[src/rtl/i2cr_pkg.sv]
package i2cr_pkg;

   localparam int BYTE_W = 8;

   typedef enum logic [2:0] {
      ST_IDLE,
      ST_ADDR,
      ST_ADDR_ACK,
      ST_WR,
      ST_WR_ACK,
      ST_RD,
      ST_RD_ACK
   } bus_state_t;

   // synchronised line levels and single-cycle bus events
   typedef struct packed {
      logic scl;
      logic sda;
      logic scl_rise;
      logic scl_fall;
      logic start;
      logic stop;
   } bus_ev_t;

endpackage

[src/rtl/i2cr_sync.sv]
module i2cr_sync #(
   parameter int STAGES = 2
) (
   input  logic              clk,
   input  logic              rst_n,
   input  logic              scl_i,
   input  logic              sda_i,
   output i2cr_pkg::bus_ev_t ev
);
   logic [STAGES-1:0] scl_ff;
   logic [STAGES-1:0] sda_ff;
   logic              scl_d;
   logic              sda_d;

   if (STAGES < 1) begin : g_bad_stages
      $error("i2cr_sync: STAGES must be at least 1");
   end

   for (genvar g = 0; g < STAGES; g++) begin : g_stage
      if (g == 0) begin : g_first
         always_ff @(posedge clk) begin
            if (!rst_n) begin
               scl_ff[0] <= 1'b1;
               sda_ff[0] <= 1'b1;
            end else begin
               scl_ff[0] <= scl_i;
               sda_ff[0] <= sda_i;
            end
         end
      end else begin : g_next
         always_ff @(posedge clk) begin
            if (!rst_n) begin
               scl_ff[g] <= 1'b1;
               sda_ff[g] <= 1'b1;
            end else begin
               scl_ff[g] <= scl_ff[g-1];
               sda_ff[g] <= sda_ff[g-1];
            end
         end
      end
   end

   always_ff @(posedge clk) begin
      if (!rst_n) begin
         scl_d <= 1'b1;
         sda_d <= 1'b1;
      end else begin
         scl_d <= scl_ff[STAGES-1];
         sda_d <= sda_ff[STAGES-1];
      end
   end

   always_comb begin
      ev.scl      = scl_ff[STAGES-1];
      ev.sda      = sda_ff[STAGES-1];
      ev.scl_rise = ev.scl & ~scl_d;
      ev.scl_fall = ~ev.scl & scl_d;
      ev.start    = ev.scl & scl_d & sda_d & ~ev.sda;
      ev.stop     = ev.scl & scl_d & ~sda_d & ev.sda;
   end
endmodule

[src/rtl/i2cr_regs.sv]
module i2cr_regs #(
   parameter int               NUM_REGS = 8,
   parameter int               CTRL_IDX = NUM_REGS - 1,
   parameter logic [7:0]       CTRL_RST = 8'h80,
   localparam int              PTR_W    = $clog2(NUM_REGS)
) (
   input  logic             clk,
   input  logic             rst_n,
   input  logic             wr_en,
   input  logic [PTR_W-1:0] wr_addr,
   input  logic [7:0]       wr_data,
   input  logic [PTR_W-1:0] rd_addr,
   output logic [7:0]       rd_data,
   output logic [7:0]       ctrl_q
);
   logic [NUM_REGS-1:0][7:0] store;

   for (genvar g = 0; g < NUM_REGS; g++) begin : g_reg
      localparam logic [7:0] RST_VAL = (g == CTRL_IDX) ? CTRL_RST : 8'h00;
      logic [7:0] q;
      always_ff @(posedge clk) begin
         if (!rst_n)
            q <= RST_VAL;
         else if (wr_en && (wr_addr == PTR_W'(g)))
            q <= wr_data;
      end
      assign store[g] = q;
   end

   assign rd_data = store[rd_addr];
   assign ctrl_q  = store[CTRL_IDX];
endmodule

[src/rtl/i2c_regfile_slave.sv]
module i2c_regfile_slave #(
   parameter logic [6:0] DEV_ADDR    = 7'b1101000,
   parameter int         NUM_REGS    = 8,
   parameter int         SYNC_STAGES = 2,
   parameter logic [7:0] CTRL_RST    = 8'h80
) (
   input  logic       clk,
   input  logic       rst_n,
   input  logic       pwr_good,
   input  logic       scl_i,
   input  logic       sda_i,
   output logic       sda_oe,
   output logic       rd_active,
   output logic [7:0] ctrl_byte
);
   import i2cr_pkg::*;

   localparam int              PTR_W   = $clog2(NUM_REGS);
   localparam int              CTRL_IX = NUM_REGS - 1;
   localparam logic [PTR_W-1:0] PTR_ONE = 1;

   if (NUM_REGS < 2 || (NUM_REGS & (NUM_REGS - 1)) != 0) begin : g_bad_regs
      $error("i2c_regfile_slave: NUM_REGS must be a power of two >= 2");
   end
   if (NUM_REGS > 256) begin : g_bad_span
      $error("i2c_regfile_slave: NUM_REGS exceeds one pointer byte");
   end

   bus_ev_t          ev;
   bus_state_t       state_q;
   logic [3:0]       bit_cnt_q;
   logic [7:0]       sh_q;
   logic [7:0]       tx_q;
   logic [PTR_W-1:0] ptr_q;
   logic             rw_q;
   logic             ptr_load_q;
   logic             mack_q;
   logic             wr_en;
   logic [7:0]       rd_data;
   logic             scl_now;
   logic             byte_end;

   i2cr_sync #(.STAGES(SYNC_STAGES)) u_sync (
      .clk   (clk),
      .rst_n (rst_n),
      .scl_i (scl_i),
      .sda_i (sda_i),
      .ev    (ev)
   );

   assign scl_now  = ev.scl;
   assign byte_end = ev.scl_fall && (bit_cnt_q == 4'd8);
   assign wr_en    = pwr_good && !ev.start && !ev.stop && (state_q == ST_WR)
                     && byte_end && !ptr_load_q;

   i2cr_regs #(
      .NUM_REGS (NUM_REGS),
      .CTRL_IDX (CTRL_IX),
      .CTRL_RST (CTRL_RST)
   ) u_regs (
      .clk     (clk),
      .rst_n   (rst_n),
      .wr_en   (wr_en),
      .wr_addr (ptr_q),
      .wr_data (sh_q),
      .rd_addr (ptr_q),
      .rd_data (rd_data),
      .ctrl_q  (ctrl_byte)
   );

   always_ff @(posedge clk) begin
      if (!rst_n) begin
         state_q    <= ST_IDLE;
         bit_cnt_q  <= 4'd0;
         sh_q       <= 8'h00;
         tx_q       <= 8'h00;
         ptr_q      <= '0;
         rw_q       <= 1'b0;
         ptr_load_q <= 1'b0;
         mack_q     <= 1'b0;
         sda_oe     <= 1'b0;
         rd_active  <= 1'b0;
      end else if (!pwr_good) begin
         state_q   <= ST_IDLE;
         bit_cnt_q <= 4'd0;
         ptr_q     <= '0;
         sda_oe    <= 1'b0;
         rd_active <= 1'b0;
      end else if (ev.start) begin
         state_q    <= ST_ADDR;
         bit_cnt_q  <= 4'd0;
         ptr_load_q <= 1'b1;
         sda_oe     <= 1'b0;
         rd_active  <= 1'b0;
      end else if (ev.stop) begin
         state_q   <= ST_IDLE;
         bit_cnt_q <= 4'd0;
         sda_oe    <= 1'b0;
         rd_active <= 1'b0;
      end else begin
         unique case (state_q)
            ST_ADDR: begin
               if (ev.scl_rise) begin
                  sh_q      <= {sh_q[6:0], ev.sda};
                  bit_cnt_q <= bit_cnt_q + 4'd1;
               end else if (byte_end) begin
                  if (sh_q[7:1] == DEV_ADDR) begin
                     rw_q    <= sh_q[0];
                     sda_oe  <= 1'b1;
                     state_q <= ST_ADDR_ACK;
                  end else begin
                     state_q <= ST_IDLE;
                  end
               end
            end
            ST_ADDR_ACK: begin
               if (ev.scl_fall) begin
                  bit_cnt_q <= 4'd0;
                  if (rw_q) begin
                     tx_q      <= rd_data;
                     sda_oe    <= ~rd_data[7];
                     rd_active <= 1'b1;
                     state_q   <= ST_RD;
                  end else begin
                     sda_oe  <= 1'b0;
                     state_q <= ST_WR;
                  end
               end
            end
            ST_WR: begin
               if (ev.scl_rise) begin
                  sh_q      <= {sh_q[6:0], ev.sda};
                  bit_cnt_q <= bit_cnt_q + 4'd1;
               end else if (byte_end) begin
                  sda_oe  <= 1'b1;
                  state_q <= ST_WR_ACK;
                  if (ptr_load_q) begin
                     ptr_q      <= sh_q[PTR_W-1:0];
                     ptr_load_q <= 1'b0;
                  end else begin
                     ptr_q <= ptr_q + PTR_ONE;
                  end
               end
            end
            ST_WR_ACK: begin
               if (ev.scl_fall) begin
                  sda_oe    <= 1'b0;
                  bit_cnt_q <= 4'd0;
                  state_q   <= ST_WR;
               end
            end
            ST_RD: begin
               if (ev.scl_rise) begin
                  bit_cnt_q <= bit_cnt_q + 4'd1;
               end else if (ev.scl_fall) begin
                  if (bit_cnt_q == 4'd8) begin
                     sda_oe  <= 1'b0;
                     state_q <= ST_RD_ACK;
                  end else begin
                     tx_q   <= {tx_q[6:0], 1'b0};
                     sda_oe <= ~tx_q[6];
                  end
               end
            end
            ST_RD_ACK: begin
               if (ev.scl_rise) begin
                  mack_q <= ~ev.sda;
                  if (!ev.sda)
                     ptr_q <= ptr_q + PTR_ONE;
               end else if (ev.scl_fall) begin
                  bit_cnt_q <= 4'd0;
                  if (mack_q) begin
                     tx_q    <= rd_data;
                     sda_oe  <= ~rd_data[7];
                     state_q <= ST_RD;
                  end else begin
                     rd_active <= 1'b0;
                     state_q   <= ST_IDLE;
                  end
               end
            end
            default: ;
         endcase
      end
   end
endmodule

[config.mk]
export PLATFORM = sky130hd
export DESIGN_NAME = i2c_regfile_slave
export DESIGN_NICKNAME = d
export VERILOG_FILES = /design/src/rtl/i2cr_pkg.sv /design/src/rtl/i2cr_sync.sv /design/src/rtl/i2cr_regs.sv /design/src/rtl/i2c_regfile_slave.sv
export SDC_FILE = /design/constraint.sdc
export NUM_CORES = 1
export LEC_CHECK = 0
export CORE_ASPECT_RATIO = 0.6
export CORE_UTILIZATION = 40
export CTS_CLUSTER_SIZE = 8
export DETAILED_ROUTE_END_ITERATION = 7
export DONT_BUFFER_PORTS = 1
export GPL_ROUTABILITY_DRIVEN = 0
export PLACE_DENSITY_LB_ADDON = 0.25
export REMOVE_ABC_BUFFERS = 1
export SLEW_MARGIN = 40
export SYNTH_ARGS = -nofsm -noshare
export SYNTH_HDL_FRONTEND = slang
export SYNTH_SLANG_ARGS = --single-unit
[constraint.sdc]
create_clock -name clk -period 3.1 [get_ports clk]
set_input_delay 0.62 -clock clk [delete_from_list [all_inputs] [get_ports clk]]
set_output_delay 0.62 -clock clk [all_outputs]
set_load 0.01 [all_outputs]
### Word-level counts from Yosys, hierarchy flattened

Index checks and enable logic that the tools add are counted.

| storage, ports and cells | value |
|---|---|
| word-level logic and storage cells | 199 |
| bits in registers | 100 |
| output and inout port bits | 10 |
| input port bits | 5 |

| cells by class | value |
|---|---|
| bitwise operators | 18 |
| equality and inequality tests | 47 |
| magnitude comparators | 1 |
| muxes and demuxes | 64 |
| add/subtract/negate cells | 2 |
| reductions and logical operators | 42 |

Operator list:

| kind | count |
|---|---|
| $mux 7 | 8 |
| $mux 3 | 18 |
| $ne 4x4->1 const B | 11 |
| $ne 2x2->1 const B | 19 |
| $reduce_and 12->1 | 3 |
| $mux 1 | 26 |
| $bmux 8 s3 | 1 |
| $eq 3x3->1 const B | 7 |
| $pmux 7 s3 | 1 |
| $pmux 3 s6 | 1 |
| $reduce_and 5->1 | 3 |
| $logic_and 1x1->1 | 14 |
| $reduce_and 7->1 | 2 |
| $reduce_and 13->1 | 1 |
| $eq 3x2->1 const B | 4 |
| $mux 4 | 3 |
| $pmux 4 s3 | 1 |
| $not 1->1 | 11 |
| $mux 8 | 1 |
| $reduce_bool 2->1 | 4 |
| $reduce_bool 8->1 | 1 |
| $and 1x1->1 | 7 |
| $eq 7x7->1 const B | 1 |
| $eq 3x1->1 const B | 2 |
| 19 further kinds | 24 |

### Longest topological paths before layout

| logic depth | value |
|---|---|
| depth after elaboration | 10 |
| gate-level depth with buffers | 10 |
| gate-level depth less buffers | 7 |

### Cells and area by module

From an unflattened synthesis, not the netlist that was laid out.

| unflattened totals | value |
|---|---|
| cell total of the unflattened synthesis | 517 |
| area, all modules | 4979.8 um^2 |

Modules (own cells, without submodules):

| module | cells an instance | seq. area each (um^2) | area an instance (um^2) | times used |
|---|---|---|---|---|
| i2cr_regs | 301 | 1281.2 | 3059.2 | 1 |
| i2c_regfile_slave | 198 | 600.6 | 1715.4 | 1 |
| i2cr_sync | 18 | 120.1 | 205.2 | 1 |

### Worst setup path after synthesis

OpenSTA, ideal clock, no wires.

| timing | value |
|---|---|
| path type | reg-to-reg |
| from | register ptr_q[0] |
| to | register u_regs.g_reg[0].q[1] |
| slack | 1.087 ns |
| cell stages (with the launch flop) | 11 |
| buffers on the path | 4 |
| required time | 2.978 ns |
| clock period less this slack | 2.013 ns |
| setup time | 0.122 ns |
| data arrival time | 1.891 ns |
| cell sequence | dfxtp_1 -> buf_2 -> buf_2 -> inv_1 -> ha_1 -> nand2_1 -> or4_1 -> buf_2 -> buf_2 -> nand3_1 -> o21ai_1 |

| on the way | value |
|---|---|
| cells in the longest elaborated chain, start to end | 2 |

RTL lines:

| what | RTL line | source |
|---|---|---|
| start, declared | i2c_regfile_slave.sv:34 | `logic [PTR_W-1:0] ptr_q;` |
| start signal, assigned | i2c_regfile_slave.sv:138 | `ptr_q <= sh_q[PTR_W-1:0];` |
| start signal, assigned | i2c_regfile_slave.sv:141 | `ptr_q <= ptr_q + PTR_ONE;` |
| start signal, assigned | i2c_regfile_slave.sv:169 | `ptr_q <= ptr_q + PTR_ONE;` |
| $logic_not 3->1 | i2cr_regs.sv:24 | `else if (wr_en && (wr_addr == PTR_W'(g)))` |
| $logic_and 1x1->1 | i2cr_regs.sv:24 |  |
| end signal, assigned | i2cr_regs.sv:25 | `q <= wr_data;` |
| end, declared | i2cr_regs.sv:20 | `logic [7:0] q;` |

No other way between the ends.
A chain may end at the register's enable or synchronous reset.

### Worst setup path after layout

| timing | value |
|---|---|
| from | register state_q[0] |
| to | register u_regs.g_reg[1].q[2] |

| on the way | value |
|---|---|
| cells in the longest elaborated chain, start to end | 5 |

RTL lines:

| what | RTL line | source |
|---|---|---|
| start, declared | i2c_regfile_slave.sv:30 | `bus_state_t state_q;` |
| start signal, assigned | i2c_regfile_slave.sv:73 | `state_q <= ST_IDLE;` |
| start signal, assigned | i2c_regfile_slave.sv:84 | `state_q <= ST_IDLE;` |
| start signal, assigned | i2c_regfile_slave.sv:90 | `state_q <= ST_ADDR;` |
| $eq 3x2->1 | i2c_regfile_slave.sv:53 | `assign wr_en = pwr_good && !ev.start && !ev.stop && (state_q == ST_WR)` |
| $logic_and 1x1->1 | i2c_regfile_slave.sv:53 |  |
| $logic_and 1x1->1 (2 in series) | i2c_regfile_slave.sv:54 | `&& byte_end && !ptr_load_q;` |
| $logic_and 1x1->1 | i2cr_regs.sv:24 |  |
| end signal, assigned | i2cr_regs.sv:25 |  |
| end, declared | i2cr_regs.sv:20 |  |

No other way between the ends.

==> results.toml <==
[clock_network]
cts_max_level = 3
hold_buffers = 0
clkLatencyLatePin_ns = 0.35
cts_post_setup_buffers_inserted = 0
clk_path_buf_depth = 2
clock-sinks = 100
root_buffer = "clkbuf_16"
clk_pin_slew_ns = 0.07
tritoncts = "done"
ctsResizeCount = 0
cts_made_buffers = 9

[power]
irDropWorstVdd_mv = 0.2453
seqPwrFrac_pct = 55.3
clockPowerShare_pct = 43.7
p_sw_mw = 0.4947
switching_share_pct = 21.18
p_int_mw = 1.842
p_per_area_nw_per_um2 = 477.7
power.leakage_nw = 1.606
power_frac_comb_pct = 0.9

[critical_path]
rrSetupSlack_ns = 0.74
r2r_start = "state_q[0]"
r2r_end = "u_regs.g_reg[1].q[2]"
cp-start-kind = "flip-flop"
critPathCaptureType = "flip-flop"
required_ns = 3.32
worst-endpoint-arrival_ns = 2.59
reg2reg_depth = 5
worstSetupPathType = "flip-flop to flip-flop"
cp_max_fo = 16

[sta]
setup_viol = 0
finalClockSkew_ns = 0.008615
fin_ws_ns = 0.7356
finalCritPeriodShare_pct = 76.27
worstMarginPinSlew_ns = 0.7513
slew_headroom_pct = 49.91
fmax_mhz = 422.9
final.setup.tns_ns = 0
rsz0062_at_grt = "no"
drv_slew = 0
layout_min_cycle_time_ns = 2.364
finalHoldViolations = 0

[yosys]
synth_area_leaders = "dfxtp_1 (44%), nand3_1 (7.7%), mux4_2 (7.4%), o21ai_1 (4.4%), mux2i_1 (3.7%)"
synthCells = 487
synthSimpleGateAreaFrac_pct = 20.47
yosysTopAreaCellShare_pct = 43.56
synth_seq_cells = 100
synth_top_family_by_area = "simple AND/OR/NAND/NOR gates"
synth_edf_count = 0
yosysMostFrequentCell = "dfxtp_1"
ys_warn_count = 0
synth_commonest_cells = "dfxtp_1 (100), nand3_1 (71), nand2_1 (40), o21ai_1 (40), o21ai_0 (19)"
syn-cell-area_um2 = 4596
synth_adder_area_share_pct = 2.178
muxShareOfSynthArea_pct = 11.05
async_flop_share_pct = 0
yosysTopAreaCell = "dfxtp_1"
yosysSeqAreaShare_pct = 43.56
synth_xor_area_share_pct = 0.9529
synth-compound-area-share_pct = 16.74
syn_area_per_cell_um2 = 9.437
synth_ff_type = "dfxtp_1"
synth_cell_types = 57

[detailed_routing]
routedWlPerCell_um = 17.39
drc = 0
drt-total-wl_um = 10590
vias = 3464
first_pass_iters = 5
ant_nets = 0
drt_iter0_markers = 307
route.detailed.vias_per_inst = 5.688

[global_route]
grt.overflow.total = 0
grt_max_degree = 94
antenna_found_initial = 0
grt_usage_pct = 19.02
grt_pass1_vias = 3007
grt_pass1_wl_um = 17040

[die]
fp-row-count = 29
die_area_um2 = 11940
initial_core_util_pct = 42.22
ios = 15
dieHeight_um = 85.03
coreArea_um2 = 10890
die_w_um = 140.4

[placed_design]
pre_cts_slack_ns = 0.7673
port_buffers = 0
dpl.hpwl_um = 7305

[final_layout]
drive_above_1_share_pct = 12.77
fill_cells = 1049
synthToLayoutAreaGrowth_pct = 6.425
multiInputGateArea_um2 = 2362
antenna_cells = 0
seqCellArea_um2 = 2002
final_nets = 478

[run_status]
status = "finished, final reports clean"

[worst_hold_path]
min_from = "rst_n"
min_path_type = "primary input to flip-flop"
whs_path_depth = 1
min_to = "u_sync.scl_ff[0]"

[job]
drv_cap = 0
-- logic make-up (layout without fill, tap and decap cells) --
kind of cell	after synthesis	after routing
AND/OR/NAND/NOR	178	178
AO/OA/AOI/OAI	115	115
multiplexers	32	32
adder cells (fa/ha/maj)	8	8
buffers and inverters	49	32
XOR/XNOR	5	5
flip-flops	100	100
-- worst max path at each step --
stage	from	endpoint	slack, ns	depth (start not counted)
floorplan	ptr_q[0]	u_regs.g_reg[1].q[0]	0.87	5
global placement	state_q[0]	u_regs.g_reg[1].q[5]	0.83	5
detailed placement	bit_cnt_q[0]	u_regs.g_reg[1].q[2]	0.77	7
CTS	bit_cnt_q[0]	u_regs.g_reg[1].q[2]	0.76	7
global route	bit_cnt_q[0]	u_regs.g_reg[1].q[3]	0.57	7
finish	state_q[0]	u_regs.g_reg[1].q[2]	0.74	5
-- layout by cell type, fill, tap and decap left out, drive strengths merged, types with 3 or more instances in the layout --
cell type / synthesis / routed
a211oi: 4 / 4
or4: 3 / 3
clkinv: 1 / 4
ha: 8 / 8
nand4: 3 / 3
inv: 7 / 7
nor2b: 16 / 16
clkbuf: 16 / 12
nand3b: 4 / 4
or3: 3 / 3
nor3: 3 / 3
nand3: 75 / 75
nand2: 40 / 40
mux4: 15 / 15
nand2b: 9 / 9
a21oi: 7 / 7
xor2: 3 / 3
mux2i: 17 / 17
dfxtp: 100 / 100
nor2: 13 / 13
o2bb2ai: 7 / 7
o21ai: 75 / 75
buf: 25 / 8
-- layer usage --
metal  share of wire, %  vias to the layer above  global-route usage [%]  wire length (um)
met5                  0                        -                       0                 0
met4               0.72                        0                   4.496                76
met3                7.9                        8                   5.813               835
met2                 37                      113                   23.73              3868
met1                 55                     1615                   30.46              5812
li1                   -                     1728                       -                 -
-- sequential cells by signal (all words and copies together), names as in the netlist, 2 cells and up --
register / count
tx_q: 7
u_sync.ev: 2
ptr_q: 3
state_q: 3
u_regs.g.q: 56
u_regs.ctrl_q: 8
bit_cnt_q: 4
sh_q: 8
-- final cells by class --
type,instances,area share [%]
Sequential cell,100,40.93
Tap cell,139,3.556
Multi-Input combinational cell,338,48.30
Clock buffer,12,4.835
Clock inverter,4,0.5372
Timing Repair Buffer,8,1.228
Inverter,8,0.6140
-- worst max-delay path, stage by stage (launching register included) --
cell       delay [ns]
dfxtp_1          0.60
and4bb_4         0.34
o2111ai_4        0.16
or4_1            0.84
nand3_1          0.23
o21ai_2          0.06
-- power groups by stage --
stage               Combinational, mW  Clock (mW)  Sequential, mW
floorplan                      0.0184           0            1.32
global route                   0.0249        1.10            1.29
CTS                            0.0221        1.04            1.29
finish                         0.0221        1.02            1.29
global placement               0.0223           0            1.32
detailed placement             0.0220           0            1.32
-- stage by stage --
stage	hold slack, ns	util (%)	cell area (um2)	std cells	power (mW)
after global routing	0.3330	44.93	4891	609	2.422
after detailed placement	0.3946	42.52	4628	593	1.344
after CTS	0.3350	44.93	4891	609	2.357
final	0.3418	44.93	4891	609	2.336
after floorplan	0.3863	-	4394	446	1.338
after global placement	0.3948	42.52	4628	593	1.344
(Power assumes the default switching activity.)
